==> config.mk <==
export PLATFORM = sky130hd
export DESIGN_NAME = pload_shreg
export DESIGN_NICKNAME = d
export VERILOG_FILES = /design/src/rtl/pload_pkg.sv /design/src/rtl/pload_sync.sv /design/src/rtl/pload_edge.sv /design/src/rtl/pload_stages.sv /design/src/rtl/pload_shreg.sv
export SDC_FILE = /design/constraint.sdc
export NUM_CORES = 1
export LEC_CHECK = 0
export CORE_MARGIN = 8
export CORE_UTILIZATION = 50
export CTS_CLUSTER_SIZE = 14
export DETAILED_ROUTE_END_ITERATION = 7
export PLACE_DENSITY = 0.75
export SYNTH_ARGS = -nofsm -noshare
export SYNTH_HDL_FRONTEND = slang
export SYNTH_SLANG_ARGS = --single-unit
==> constraint.sdc <==
create_clock -name clk -period 2.88 [get_ports clk]
set_clock_uncertainty 0.2 [all_clocks]
set_input_delay 0.288 -clock clk [delete_from_list [all_inputs] [get_ports clk]]
set_output_delay 0.288 -clock clk [all_outputs]
set_load 0.02 [all_outputs]
==> src/rtl/pload_pkg.sv <==
package pload_pkg;

  typedef enum logic [1:0] {
    MODE_HOLD  = 2'd0,
    MODE_LOAD  = 2'd1,
    MODE_SHIFT = 2'd2
  } stage_mode_e;

  // Combined gate term: either pin high masks the other.
  function automatic logic gate_term(input logic clk_pin, input logic inh_pin);
    return clk_pin | inh_pin;
  endfunction

  // Load (active-low select) has priority over a detected shift edge.
  function automatic stage_mode_e pick_mode(input logic shld_n_s, input logic edge_s);
    if (!shld_n_s)   return MODE_LOAD;
    else if (edge_s) return MODE_SHIFT;
    else             return MODE_HOLD;
  endfunction

endpackage

==> src/rtl/pload_sync.sv <==
module pload_sync #(
  parameter int          WIDTH   = 1,
  parameter int          STAGES  = 2,
  parameter logic [WIDTH-1:0] RST_VAL = '0
) (
  input  logic             clk,
  input  logic             rst,
  input  logic [WIDTH-1:0] d_in,
  output logic [WIDTH-1:0] d_out
);
  logic [WIDTH-1:0] chain [STAGES];

  generate
    for (genvar s = 0; s < STAGES; s++) begin : g_flop
      always_ff @(posedge clk) begin
        if (rst)        chain[s] <= RST_VAL;
        else if (s == 0) chain[s] <= d_in;
        else            chain[s] <= chain[(s > 0) ? s-1 : 0];
      end
    end
  endgenerate

  assign d_out = chain[STAGES-1];
endmodule

==> src/rtl/pload_edge.sv <==
module pload_edge (
  input  logic clk,
  input  logic rst,
  input  logic clk_s,
  input  logic inh_s,
  output logic gate_s,
  output logic shift_ev
);
  import pload_pkg::*;

  logic gate_q;

  assign gate_s = gate_term(clk_s, inh_s);

  // Reset to 1: a gate term already high at reset release is not an edge.
  always_ff @(posedge clk) begin
    if (rst) gate_q <= 1'b1;
    else     gate_q <= gate_s;
  end

  assign shift_ev = gate_s & ~gate_q;
endmodule

==> src/rtl/pload_stages.sv <==
module pload_stages #(
  parameter int WIDTH = 8
) (
  input  logic                     clk,
  input  logic                     rst,
  input  pload_pkg::stage_mode_e   mode,
  input  logic [WIDTH-1:0]         par_s,
  input  logic                     ser_s,
  output logic [WIDTH-1:0]         stage_q
);
  import pload_pkg::*;

  function automatic logic [WIDTH-1:0] shift_up(input logic [WIDTH-1:0] cur,
                                                input logic fill);
    return {cur[WIDTH-2:0], fill};
  endfunction

  always_ff @(posedge clk) begin
    if (rst) begin
      stage_q <= '0;
    end else begin
      case (mode)
        MODE_LOAD:  stage_q <= par_s;
        MODE_SHIFT: stage_q <= shift_up(stage_q, ser_s);
        default:    stage_q <= stage_q;
      endcase
    end
  end
endmodule

==> src/rtl/pload_shreg.sv <==
module pload_shreg #(
  parameter int WIDTH       = 8,
  parameter int SYNC_STAGES = 2
) (
  input  logic             clk,
  input  logic             rst,
  input  logic [WIDTH-1:0] par_in,
  input  logic             ser_in,
  input  logic             shld_n,
  input  logic             sclk,
  input  logic             sinh,
  output logic             q_out,
  output logic             q_out_n
);
  import pload_pkg::*;

  localparam int PIN_W = WIDTH + 4;
  // Packing: {shld_n, sclk, sinh, ser_in, par_in}; load select and clock reset high.
  localparam logic [PIN_W-1:0] PIN_RST = {1'b1, 1'b1, 1'b0, 1'b0, {WIDTH{1'b0}}};

  logic [PIN_W-1:0] pins_raw, pins_s;
  logic [WIDTH-1:0] par_s;
  logic             ser_s, shld_s, clk_s, inh_s;
  logic             gate_s, shift_ev, load_ev;
  stage_mode_e      mode;
  logic [WIDTH-1:0] stage_q;

  assign pins_raw = {shld_n, sclk, sinh, ser_in, par_in};

  pload_sync #(.WIDTH(PIN_W), .STAGES(SYNC_STAGES), .RST_VAL(PIN_RST)) u_sync (
    .clk   (clk),
    .rst   (rst),
    .d_in  (pins_raw),
    .d_out (pins_s)
  );

  assign par_s  = pins_s[WIDTH-1:0];
  assign ser_s  = pins_s[WIDTH];
  assign inh_s  = pins_s[WIDTH+1];
  assign clk_s  = pins_s[WIDTH+2];
  assign shld_s = pins_s[WIDTH+3];

  pload_edge u_edge (
    .clk      (clk),
    .rst      (rst),
    .clk_s    (clk_s),
    .inh_s    (inh_s),
    .gate_s   (gate_s),
    .shift_ev (shift_ev)
  );

  assign mode    = pick_mode(shld_s, shift_ev);
  assign load_ev = (mode == MODE_LOAD);

  pload_stages #(.WIDTH(WIDTH)) u_stages (
    .clk     (clk),
    .rst     (rst),
    .mode    (mode),
    .par_s   (par_s),
    .ser_s   (ser_s),
    .stage_q (stage_q)
  );

  assign q_out   = stage_q[WIDTH-1];
  assign q_out_n = ~stage_q[WIDTH-1];
endmodule

==> results.yml <==
synthesis:
  yosysWarnings: 0
  yosysUniqueCellTypes: 14
  ys_seq_area_frac: 0.636
  synthCells: 99
  synth_area_per_cell_sq_um: 10.5
  syn_nets: 113
  yosys_register_bits: 33
  syn_area_sq_um: 1040
drt:
  wl_microns: 1440
  avgRoutedWirePerCell_microns: 9.99
  drt_iter0_markers: 8
  drcViolationCount: 0
  ant_nets: 0
  vias_per_cell: 4.39
  dr_total_vias: 632
  first_pass_iters: 4
final_layout:
  area.growth.synth_to_final_pct: 19.8
  final_layout_size_suffix_gt1_frac: 0.103
  diodes: 0
  final_nets: 130
  final_core_utilization: 0.634
  final_area_sq_um: 1240
setup_path:
  crit_arrival_ns: 1.28
  worst_setup_path_start_kind: "register"
  cp.required_ns: 2.39
  crit_chain: "inv_1, clkdlybuf4s50_1"
  critPathKind: "register to primary output"
  critPathCaptureType: "primary output"
  slowest_stage: "clkdlybuf4s50_1"
  cp_max_fo: 3
  slowest_delay_ns: 0.59
place:
  hpwl_microns: 1010
  numPortBuffers: 15
  postPlaceCellArea_sq_um: 1190
  gp_congestion: 0.760
clocking:
  clock_path_buffers: 2
  cts_tree: "yes"
  post_cts_resized: 0
  postCtsHoldBufs: 0
  post_cts_buffers: 0
  numCtsBuffers: 5
  clock_latency_ns: 0.31
  root_buffer: "clkbuf_4"
  clock_sinks: 33
  h-tree-depth: 2
  path_clk_slew_ns: 0.09
global_routing:
  grt_max_degree: 24
  grt_use_total: 0.0949
  antenna_found_initial: 0
  grt_overflow_total: 0
  grt_pass1_wl_microns: 2630
  grt_pass1_vias: 649
die:
  ios: 16
  die_width_microns: 61.6
  die_area_sq_um: 3790
  die-height_microns: 61.6
  start_util: 0.529
  rows: 16
  core_region_area_sq_um: 1960
power:
  total_power_uw: 765
  powerDensity_nw_per_um2: 615
  worst_ir_drop_vdd_v: 0.000461
  p_leak_uw: 0.000473
sta:
  rsz0062_at_grt: "false"
  post-route-period-util: 0.614
  hold_slack_ns: 0.216
  worst_pin_slew_ns: 0.490
  slew_violations: 0
  finalHoldViolCount: 0
  slew_headroom: 0.673
  timing.fmax_mhz: 566
  setup_violations: 0
  period_needed_ns: 1.77
  setup_tns_ns: 0
status:
  status: "completed"
run:
  maxCapViolations: 0
worst_hold_path:
  holdCritPathClass: "register to register"
-- cells by family after synthesis --
group | Yosys count | synth area share
buffers and inverters | 7 | 0.0373
AO/OA/AOI/OAI | 10 | 0.0880
flip-flops | 33 | 0.636
AND/OR/NAND/NOR | 49 | 0.239
-- registers in the layout, indices dropped and copies added, names as in the netlist --
register	flops
u_edge.gate_q	1
u_sync.chain	24
u_stages.stage_q	8
-- layer usage --
| layer | part of all wire | vias to the layer above | global-route usage |
|---|---|---|---|
| met4 | 0.010 | 0 | 0.0682 |
| met2 | 0.39 | 19 | 0.127 |
| met1 | 0.52 | 259 | 0.118 |
| li1 | - | 351 | - |
| met5 | 0 | - | 0 |
| met3 | 0.073 | 3 | 0.0397 |
-- area by class of cell --
cell class	instances	area, sq um
sequential	33	661
tap	27	33.8
fill	185	718
inverter	1	3.75
timing repair buffer	16	158
multi-input combinational	59	339
clock buffer	8	48.8
-- synth_stat cells --
cell type / instances / area, sq um
buf_6: 1 / 11.3
inv_1: 1 / 3.75
clkbuf_4: 1 / 7.51
or3_2: 1 / 7.51
nand2_1: 16 / 60.1
dfxtp_1: 33 / 661
or2_2: 4 / 25.0
o21bai_2: 1 / 11.3
nor2b_1: 20 / 125
clkbuf_2: 1 / 5.00
nor2_1: 8 / 30.0
a311oi_1: 8 / 70.1
clkbuf_1: 3 / 11.3
o21ba_1: 1 / 10.0
-- worst max-delay path, delay by kind of cell (launching register included) --
kind                   cells  cell delay, ns
DFF                        1            0.33
buffers and inverters      2            0.64
-- power breakdown --
group          internal [uW]  switching, uW  total (uW)
sequential               478           9.14         487
combinational           31.9           18.2        50.2
clock                   97.2            131         228
total                    607            158         765
-- path summary, 6_finish.rpt --
path | from | to | slack (ns) | cells after the start
worst max-delay path | u_stages.stage_q[7] | q_out_n | 1.11 | 2
worst min-delay path | u_sync.chain[0][11] | u_sync.chain[1][11] | 0.22 | 1
worst max register to register | u_edge.gate_q | u_stages.stage_q[4] | 1.56 | 3
worst min register to register | u_sync.chain[0][11] | u_sync.chain[1][11] | 0.22 | 1
-- cells in the final DEF (no fill, tap or decap), drive strengths merged --
| cell type | n |
|---|---|
| o21bai | 1 |
| o21ba | 1 |
| buf | 1 |
| nor2b | 20 |
| or3 | 1 |
| nor2 | 8 |
| dfxtp | 33 |
| clkbuf | 8 |
| inv | 1 |
| clkdlybuf4s50 | 15 |
| nand2 | 16 |
| or2 | 4 |
| a311oi | 8 |
-- through the flow --
| step | setup slack, ns | std cells |
|---|---|---|
| CTS | 1.09 | 144 |
| global placement | 1.08 | 136 |
| detailed placement | 1.04 | 136 |
| finish | 1.11 | 144 |
| global route | 1.06 | 144 |
| floorplan | 1.72 | 99 |
No activity file was read; power rests on OpenSTA's default activity.
